$ cat config.mk
export PLATFORM = sky130hd
export DESIGN_NAME = wts_top
export DESIGN_NICKNAME = d
export VERILOG_FILES = /design/src/rtl/wts_pkg.sv /design/src/rtl/wts_regs.sv /design/src/rtl/wts_counter.sv /design/src/rtl/wts_response.sv /design/src/rtl/wts_top.sv
export SDC_FILE = /design/constraint.sdc
export NUM_CORES = 1
export LEC_CHECK = 0
export BUFFER_PORTS_ARGS = -buffer_cell sky130_fd_sc_hd__buf_2
export CELL_PAD_IN_SITES_DETAIL_PLACEMENT = 1
export CELL_PAD_IN_SITES_GLOBAL_PLACEMENT = 1
export CORE_UTILIZATION = 46
export CTS_CLUSTER_DIAMETER = 100
export DETAILED_ROUTE_END_ITERATION = 10
export PLACE_DENSITY = 0.83
export SETUP_SLACK_MARGIN = 0.15
export SLEW_MARGIN = 20
export SYNTH_ARGS = -nofsm -noshare
export SYNTH_HDL_FRONTEND = slang
export SYNTH_HIERARCHICAL = 1
export SYNTH_SLANG_ARGS = --single-unit
$ cat constraint.sdc
create_clock -name clk -period 6.25 [get_ports clk]
set_input_delay 0.625 -clock clk [delete_from_list [all_inputs] [get_ports clk]]
set_output_delay 0.625 -clock clk [all_outputs]
set_load 0.02 [all_outputs]
$ cat src/rtl/wts_pkg.sv
`timescale 1ns/1ps
package wts_pkg;
   localparam int unsigned ADDR_W = 3;

   localparam logic [ADDR_W-1:0] A_CTRL  = 3'd0;
   localparam logic [ADDR_W-1:0] A_RANGE = 3'd1;
   localparam logic [ADDR_W-1:0] A_KICK  = 3'd2;
   localparam logic [ADDR_W-1:0] A_STAT  = 3'd3;
   localparam logic [ADDR_W-1:0] A_CLR   = 3'd4;
   localparam logic [ADDR_W-1:0] A_PULSE = 3'd5;
   localparam logic [ADDR_W-1:0] A_COUNT = 3'd6;

   localparam int unsigned KICK_KEY = 32'h76;

   typedef enum logic {
      RESP_RESET     = 1'b0,
      RESP_IRQ_FIRST = 1'b1
   } resp_mode_e;
endpackage

$ cat src/rtl/wts_regs.sv
`timescale 1ns/1ps
module wts_regs
   import wts_pkg::*;
#(
   parameter int unsigned DATA_W  = 32,
   parameter int unsigned CNT_W   = 32,
   parameter int unsigned RSEL_W  = 4,
   parameter int unsigned PULSE_W = 8
) (
   input  logic                clk,
   input  logic                rst_n,
   input  logic                bus_wr,
   input  logic [ADDR_W-1:0]   bus_addr,
   input  logic [DATA_W-1:0]   bus_wdata,
   output logic [DATA_W-1:0]   bus_rdata,
   input  logic                irq_i,
   input  logic [CNT_W-1:0]    cnt_i,
   output logic                en_o,
   output resp_mode_e          mode_o,
   output logic [RSEL_W-1:0]   rsel_o,
   output logic [PULSE_W-1:0]  plen_o,
   output logic                start_o,
   output logic                kick_o,
   output logic                clr_o
);
   localparam logic [DATA_W-1:0] KEY = DATA_W'(KICK_KEY);

   logic wr_ctrl, wr_range, wr_pulse;

   assign wr_ctrl  = bus_wr && (bus_addr == A_CTRL);
   assign wr_range = bus_wr && (bus_addr == A_RANGE);
   assign wr_pulse = bus_wr && (bus_addr == A_PULSE);

   // control word locks for good once the watchdog runs
   assign start_o = wr_ctrl && !en_o && bus_wdata[0];
   assign kick_o  = bus_wr && (bus_addr == A_KICK) && (bus_wdata == KEY);
   assign clr_o   = bus_wr && (bus_addr == A_CLR) && bus_wdata[0];

   always_ff @(posedge clk or negedge rst_n) begin
      if (!rst_n) begin
         en_o   <= 1'b0;
         mode_o <= RESP_RESET;
      end else if (wr_ctrl && !en_o) begin
         en_o   <= bus_wdata[0];
         mode_o <= resp_mode_e'(bus_wdata[1]);
      end
   end

   always_ff @(posedge clk or negedge rst_n) begin
      if (!rst_n) begin
         rsel_o <= '0;
      end else if (wr_range) begin
         rsel_o <= bus_wdata[RSEL_W-1:0];
      end
   end

   always_ff @(posedge clk or negedge rst_n) begin
      if (!rst_n) begin
         plen_o <= '0;
      end else if (wr_pulse) begin
         plen_o <= bus_wdata[PULSE_W-1:0];
      end
   end

   always_comb begin
      bus_rdata = '0;
      case (bus_addr)
         A_CTRL: begin
            bus_rdata[0] = en_o;
            bus_rdata[1] = mode_o;
         end
         A_RANGE: bus_rdata[RSEL_W-1:0]  = rsel_o;
         A_STAT:  bus_rdata[0]           = irq_i;
         A_PULSE: bus_rdata[PULSE_W-1:0] = plen_o;
         A_COUNT: bus_rdata[CNT_W-1:0]   = cnt_i;
         default: bus_rdata = '0;
      endcase
   end
endmodule

$ cat src/rtl/wts_counter.sv
`timescale 1ns/1ps
module wts_counter #(
   parameter int unsigned CNT_W      = 32,
   parameter int unsigned RSEL_W     = 4,
   parameter int unsigned RANGE_BASE = 16
) (
   input  logic               clk,
   input  logic               rst_n,
   input  logic               en_i,
   input  logic               start_i,
   input  logic               kick_i,
   input  logic [RSEL_W-1:0]  rsel_i,
   output logic [CNT_W-1:0]   cnt_o,
   output logic [CNT_W-1:0]   preset_o,
   output logic               tmo_o
);
   localparam int unsigned NUM_R = 1 << RSEL_W;

   logic [CNT_W-1:0] preset_tab [NUM_R];

   for (genvar i = 0; i < NUM_R; i++) begin : g_preset
      assign preset_tab[i] = (CNT_W'(1) << (RANGE_BASE + i)) - CNT_W'(1);
   end

   assign preset_o = preset_tab[rsel_i];

   // a restart in the same cycle as zero wins over the expiry
   assign tmo_o = en_i && (cnt_o == '0) && !kick_i;

   always_ff @(posedge clk or negedge rst_n) begin
      if (!rst_n) begin
         cnt_o <= '0;
      end else if (start_i || (en_i && kick_i) || tmo_o) begin
         cnt_o <= preset_o;
      end else if (en_i) begin
         cnt_o <= cnt_o - CNT_W'(1);
      end
   end
endmodule

$ cat src/rtl/wts_response.sv
`timescale 1ns/1ps
module wts_response
   import wts_pkg::*;
#(
   parameter int unsigned PULSE_W = 8
) (
   input  logic               clk,
   input  logic               rst_n,
   input  resp_mode_e         mode_i,
   input  logic               tmo_i,
   input  logic               clr_i,
   input  logic [PULSE_W-1:0] plen_i,
   output logic               irq_o,
   output logic               sys_rst_o
);
   logic               pend_eff;
   logic               fire;
   logic [PULSE_W-1:0] load_len;
   logic [PULSE_W-1:0] rcnt;

   // a clear landing with the expiry counts as served
   assign pend_eff = irq_o && !clr_i;
   assign fire     = tmo_i && ((mode_i == RESP_RESET) || pend_eff);
   assign load_len = (plen_i == '0) ? PULSE_W'(1) : plen_i;

   always_ff @(posedge clk or negedge rst_n) begin
      if (!rst_n) begin
         irq_o <= 1'b0;
      end else if (fire) begin
         irq_o <= 1'b0;
      end else if (tmo_i) begin
         irq_o <= 1'b1;
      end else if (clr_i) begin
         irq_o <= 1'b0;
      end
   end

   always_ff @(posedge clk or negedge rst_n) begin
      if (!rst_n) begin
         rcnt <= '0;
      end else if (fire) begin
         rcnt <= load_len;
      end else if (rcnt != '0) begin
         rcnt <= rcnt - PULSE_W'(1);
      end
   end

   assign sys_rst_o = (rcnt != '0);
endmodule

$ cat src/rtl/wts_top.sv
`timescale 1ns/1ps
module wts_top
   import wts_pkg::*;
#(
   parameter int unsigned DATA_W     = 32,
   parameter int unsigned CNT_W      = 32,
   parameter int unsigned RSEL_W     = 4,
   parameter int unsigned RANGE_BASE = 16,
   parameter int unsigned PULSE_W    = 8
) (
   input  logic              clk,
   input  logic              rst_n,
   input  logic              bus_wr,
   input  logic [2:0]        bus_addr,
   input  logic [DATA_W-1:0] bus_wdata,
   output logic [DATA_W-1:0] bus_rdata,
   output logic              irq_o,
   output logic              sys_rst_o
);
   localparam int unsigned TOP_EXP = RANGE_BASE + (1 << RSEL_W) - 1;

   if (TOP_EXP >= CNT_W) begin : g_bad_range
      $error("wts_top: largest range needs more than CNT_W bits");
   end
   if (CNT_W > DATA_W) begin : g_bad_cnt
      $error("wts_top: CNT_W must not exceed DATA_W");
   end
   if ((PULSE_W > DATA_W) || (PULSE_W < 1)) begin : g_bad_pulse
      $error("wts_top: PULSE_W out of range");
   end
   if (DATA_W < 8) begin : g_bad_data
      $error("wts_top: DATA_W must hold the restart key");
   end

   logic               en;
   resp_mode_e         mode;
   logic [RSEL_W-1:0]  rsel;
   logic [PULSE_W-1:0] plen;
   logic               start, kick, clr, tmo;
   logic [CNT_W-1:0]   cnt, preset;

   wts_regs #(
      .DATA_W (DATA_W),
      .CNT_W  (CNT_W),
      .RSEL_W (RSEL_W),
      .PULSE_W(PULSE_W)
   ) u_regs (
      .clk      (clk),
      .rst_n    (rst_n),
      .bus_wr   (bus_wr),
      .bus_addr (bus_addr),
      .bus_wdata(bus_wdata),
      .bus_rdata(bus_rdata),
      .irq_i    (irq_o),
      .cnt_i    (cnt),
      .en_o     (en),
      .mode_o   (mode),
      .rsel_o   (rsel),
      .plen_o   (plen),
      .start_o  (start),
      .kick_o   (kick),
      .clr_o    (clr)
   );

   wts_counter #(
      .CNT_W     (CNT_W),
      .RSEL_W    (RSEL_W),
      .RANGE_BASE(RANGE_BASE)
   ) u_cnt (
      .clk     (clk),
      .rst_n   (rst_n),
      .en_i    (en),
      .start_i (start),
      .kick_i  (kick),
      .rsel_i  (rsel),
      .cnt_o   (cnt),
      .preset_o(preset),
      .tmo_o   (tmo)
   );

   wts_response #(
      .PULSE_W(PULSE_W)
   ) u_resp (
      .clk      (clk),
      .rst_n    (rst_n),
      .mode_i   (mode),
      .tmo_i    (tmo),
      .clr_i    (clr),
      .plen_i   (plen),
      .irq_o    (irq_o),
      .sys_rst_o(sys_rst_o)
   );
endmodule

# Yosys cells after proc, flatten, opt, wreduce, memory -nomap -nowiden
# Memories as Yosys holds them, arrays and structs flattened.
# Cells that the tools add are included.
[totals] output_inout_bits=34 mem_bits_ro=512 in_bits=38 word_cells=62 reg_bits=55 mem_count=1
[memory_table] name="(no name shown)" words=16 width=32 read_ports=1 rd_clocked_by_memory_dff=0 write_ports=0 line="wts_counter.sv:25" text="assign preset_o = preset_tab[rsel_i];"
[classes] n_lt_le_gt_ge=1 reduce_logical=27 bitwise_logic=2 eq_ne=7 addsub=2 mux=15
[op_table] operator="32-bit two-way mux" n=4
[op_table] operator="32-bit by 7-bit == test with 1-bit output (second input constant)" n=1
[op_table] operator="32-bit logical NOT" n=1
[op_table] operator="32-bit by 1-bit subtractor with 32-bit output (second input constant)" n=1
[op_table] operator="24-bit two-way mux" n=1
[op_table] operator="8-bit two-way mux" n=3
[op_table] operator="1-bit logical AND" n=14
[op_table] operator="3-bit == test (second input constant)" n=3
[op_table] operator="8-bit logical NOT" n=1
[op_table] operator="4-bit one-hot mux with 2 select lines" n=1
[op_table] operator="8-bit nonzero test" n=1
[op_table] operator="8-bit by 1-bit subtractor with 8-bit output (second input constant)" n=1
[op_table] operator="3-bit by 2-bit == test with 1-bit output (second input constant)" n=2
[op_table] operator="2-bit one-hot mux with 3 select lines" n=1
[op_table] operator="5-bit >= comparator (second input constant)" n=1
[op_table] operator="4-bit NOT with 5-bit output" n=1
[op_table] operator="1-bit one-hot mux with 5 select lines" n=1
[op_table] operator="1-bit one-hot mux with 4 select lines" n=1
[op_table] operator="2-bit nonzero test" n=2
[op_table] operator="3-bit by 1-bit == test with 1-bit output (second input constant)" n=1
[op_table] operator="1-bit logical NOT" n=3
[op_table] operator="3-bit logical NOT" n=1
[op_table] operator="1-bit logical OR" n=3
[op_table] operator="1-bit two-way mux" n=3
[op_table] operator="other kinds (2)" n=2

# Longest topological paths before layout
[logic_depth] word_depth=8 ltp_mapped=12 depth_no_buf=9

# Hierarchy
# The synthesis kept the hierarchy.
[modules_own_cells] mod="wts_counter" seq_area_each_um2=800.8 cells_each=268 area_per_inst_um2=2249.7 n_inst=1
[modules_own_cells] mod="wts_regs" seq_area_each_um2=350.3 cells_each=105 area_per_inst_um2=1112.3 n_inst=1
[modules_own_cells] mod="wts_response" seq_area_each_um2=225.2 cells_each=58 area_per_inst_um2=549.3 n_inst=1

# Worst setup path before layout
# OpenSTA, ideal clock, no wires.
[synth_timing] kind="input to register" start="in bus_addr[0]" end="reg u_cnt.cnt_o[11]" arrival_ns=2.627 path_slack_ns=3.489 path_buffers=4 stages=11 setup_time_ns=0.134 required_ns=6.116 cell_sequence="buf_6 > and2b_4 > buf_4 > nand4b_1 > nor3_2 > nor4_1 > nand4_1 > o31a_1 > clkbuf_1 > buf_1 > nand2_1"
[synth_between] elab_chain_len=7 elab_cells_between_ends=14 classes_between="1 x eq/ne; 1 x mux; 12 x reduce/logical"
[synth_rtl] element="start, declared" line="wts_top.sv:14" text="input logic [2:0] bus_addr,"
[synth_rtl] element="3-bit by 2-bit == test with 1-bit output *" line="wts_regs.sv:36" text="assign kick_o = bus_wr && (bus_addr == A_KICK) && (bus_wdata == KEY);"
[synth_rtl] element="1-bit logical AND * (2 in a row)" line="wts_regs.sv:36"
[synth_rtl] element="named net kick" line="wts_top.sv:39" text="logic start, kick, clr, tmo;"
[synth_rtl] element="1-bit logical AND or 1-bit logical NOT (tied branches)" line="wts_counter.sv:33, wts_counter.sv:28"
[synth_rtl] element="1-bit logical OR or 1-bit logical AND (tied branches)" line="wts_counter.sv:33, wts_counter.sv:28"
[synth_rtl] element="1-bit logical OR *" line="wts_counter.sv:33" text="end else if (start_i || (en_i && kick_i) || tmo_o) begin"
[synth_rtl] element="32-bit two-way mux or 2-bit nonzero test (tied branches)"
[synth_rtl] element="end signal, assigned" line="wts_counter.sv:34" text="cnt_o <= preset_o;"
[synth_rtl] element="end signal, assigned" line="wts_counter.sv:36" text="cnt_o <= cnt_o - CNT_W'(1);"
[synth_rtl] element="end, declared" line="wts_counter.sv:13" text="output logic [CNT_W-1:0] cnt_o,"
# The timed path passes the listed nets; every way through them passes the cells marked *.
# A chain may end at the register's enable or synchronous reset.

# Final worst setup path
[layout_timing] start="in bus_addr[0]" end="reg u_cnt.cnt_o[17]"
# Same word-level chain as after synthesis.

==> flow_metrics.tcl <==
set metrics [dict create \
    outcome "finished, final reports clean" \
    start_util_pct 48.1 \
    postCtsSetupRepairBufs 0 \
    vias_per_cell 6.26 \
    die_w_um 92.4 \
    ctsHoldBuffers 0 \
    cp.arrival_ns 3.33 \
    place.gp.congestion 0.890 \
    yosys_warnings 6 \
    clock_latency_ns 0.32 \
    grt_pass1_wl_mm 19.5 \
    max_stage_delay_ns 0.64 \
    fin_total_pwr_uw 1190 \
    io_pins 72 \
    timing.final.crit_period_ns 3.14 \
    wl_met2_mm 5.72 \
    hold_ws_ns 0.432 \
    cts_root_buf "clkbuf_8" \
    maxSlewViolCount 0 \
    slowest_stage "o31a_2" \
    nets 504 \
    htree_num_levels 2 \
    synth_area_um2 3760 \
    antenna_found_initial 0 \
    hold_viol_final 0 \
    core_um2 7810 \
    route.detailed.drc 0 \
    setup.worst_path.end_class "flop" \
    grt_max_degree 56 \
    grt-ovfl-total 0 \
    crit_type "in -> reg" \
    vias 3545 \
    rr_worst_depth 5 \
    port_buffers 71 \
    die_area_um2 8530 \
    max_slew_margin_pct 39.7 \
    grt_usage_pct 29.1 \
    ant_nets 0 \
    hold_class "in -> async" \
    cts_tree "yes" \
    dp_hpwl_mm 8.38 \
    drive_above_1_share_pct 24.8 \
    drtIter0Drc 236 \
    diodes 0 \
    wl_met3_um 418 \
    cp-start-kind "input pin" \
    fin_crit_sh_pct 50.3 \
    power.leakage_uw 0.00187 \
    netlist_instances 408 \
    cts.sinks 55 \
    fin_worst_skew_ns 0.00934 \
    dr.pass1.iters 4 \
    grt_pass1_vias 3764 \
    max_cap_viol_count 0 \
    setup_viol 0 \
    clk_pin_slew_ns 0.10 \
    fp-row-count 32 \
    cts_resized 0 \
    numCtsBuffers 5 \
    fmax_mhz 318 \
    critical_path_required_ns 6.44 \
    setup_tns_ns 0 \
    rsz0062_at_grt "no" \
    top_layer "met4" \
    critPathMaxFanout 33 \
    syn_nets 449 \
    path_cells "buf_2 -> and2b_4 -> nand4b_1 -> nor3_2 -> nor4_1 -> nand4_1 -> o31a_2 -> mux2i_1 -> o2bb2ai_1" \
    postSynthAreaPerCell_um2 9.21 \
    drt-total-wl_mm 11.6 \
    wl_per_cell_um 20.6 \
    chipHeight_um 92.4 \
    p_per_area_nw_per_um2 280 \
    peakVddDrop_mv 0.164 \
    tightest_slew_ns 0.897 \
    areaGrowthSynthToFinish_pct 12.7 \
    clockBufferDepth 2 \
    drt-met1-wl_mm 5.30 \
]
final cells by class:
| class | instances | area, µm² |
|---|---|---|
| tap | 102 | 128 |
| timing repair buffer | 72 | 363 |
| inverter | 11 | 41.3 |
| sequential | 55 | 1380 |
| multi-input combinational | 318 | 2210 |
| fill | 943 | 3570 |
| clock inverter | 3 | 43.8 |
| clock buffer | 5 | 68.8 |
cell usage in the layout (no fill, tap or decap), drive strengths merged, types with 4 or more instances in the layout:
cell,instances
buf,72
dfrtp,55
nor2,33
nand2,30
and3,26
nand3,22
nor4,20
a21oi,19
nor3,16
mux2,15
inv,11
xnor2,11
mux2i,9
nor2b,9
o21ai,9
or3,9
o22ai,7
a22oi,7
or4,7
nand4,6
clkbuf,5
o21a,5
a211oi,5
nor3b,4
routing by layer:
metal | GRT usage, % | up-vias
li1 | - | 1642
met1 | 39.3 | 1790
met2 | 49.0 | 93
met3 | 3.53 | 20
met4 | 8.20 | 0
met5 | 0 | -
sequential cells by signal, indices dropped and copies added (netlist names):
register / cells
u_cnt/cnt_o: 32
u_regs/plen_o: 8
u_resp/rcnt: 8
u_regs/rsel_o: 4
u_regs/en_o: 1
u_regs/mode_o: 1
u_resp/irq_o: 1
where the power goes:
group          internal, µW  switching, µW  total, µW
combinational           158            185        343
clock                   120            127        247
sequential              437            160        597
path summary, 6_finish.rpt:
check / start / endpoint / slack (ns)
max in group asynchronous: rst_n / u_cnt/cnt_o[16] / 5.34
hold reg to reg: u_cnt/cnt_o[22] / u_cnt/cnt_o[22] / 0.53
hold / removal: rst_n / u_resp/rcnt[5] / 0.43
setup / recovery: bus_addr[0] / u_cnt/cnt_o[17] / 3.11
min in group clk: u_cnt/cnt_o[22] / u_cnt/cnt_o[22] / 0.53
setup reg to reg: u_regs/en_o / u_cnt/cnt_o[17] / 3.40
stage by stage:
step                      utilization (%)  setup slack [ns]  area, µm²  std cells
after CTS                            54.2              3.14       4230        566
after global routing                 54.2              2.90       4230        566
after global placement               52.8              2.65       4120        558
final                                54.2              3.11       4230        566
after detailed placement             52.8              2.86       4120        558
after floorplan                         -              3.49       3760        408
worst max-delay path: cells and delay by family:
family	cells	cell delay, ns
and+or+nand+nor	5	1.49
AOI/OAI and AO/OA	2	0.74
muxes	1	0.29
buffers and inverters	1	0.16
Note: power is estimated with default switching activity, not from simulation.
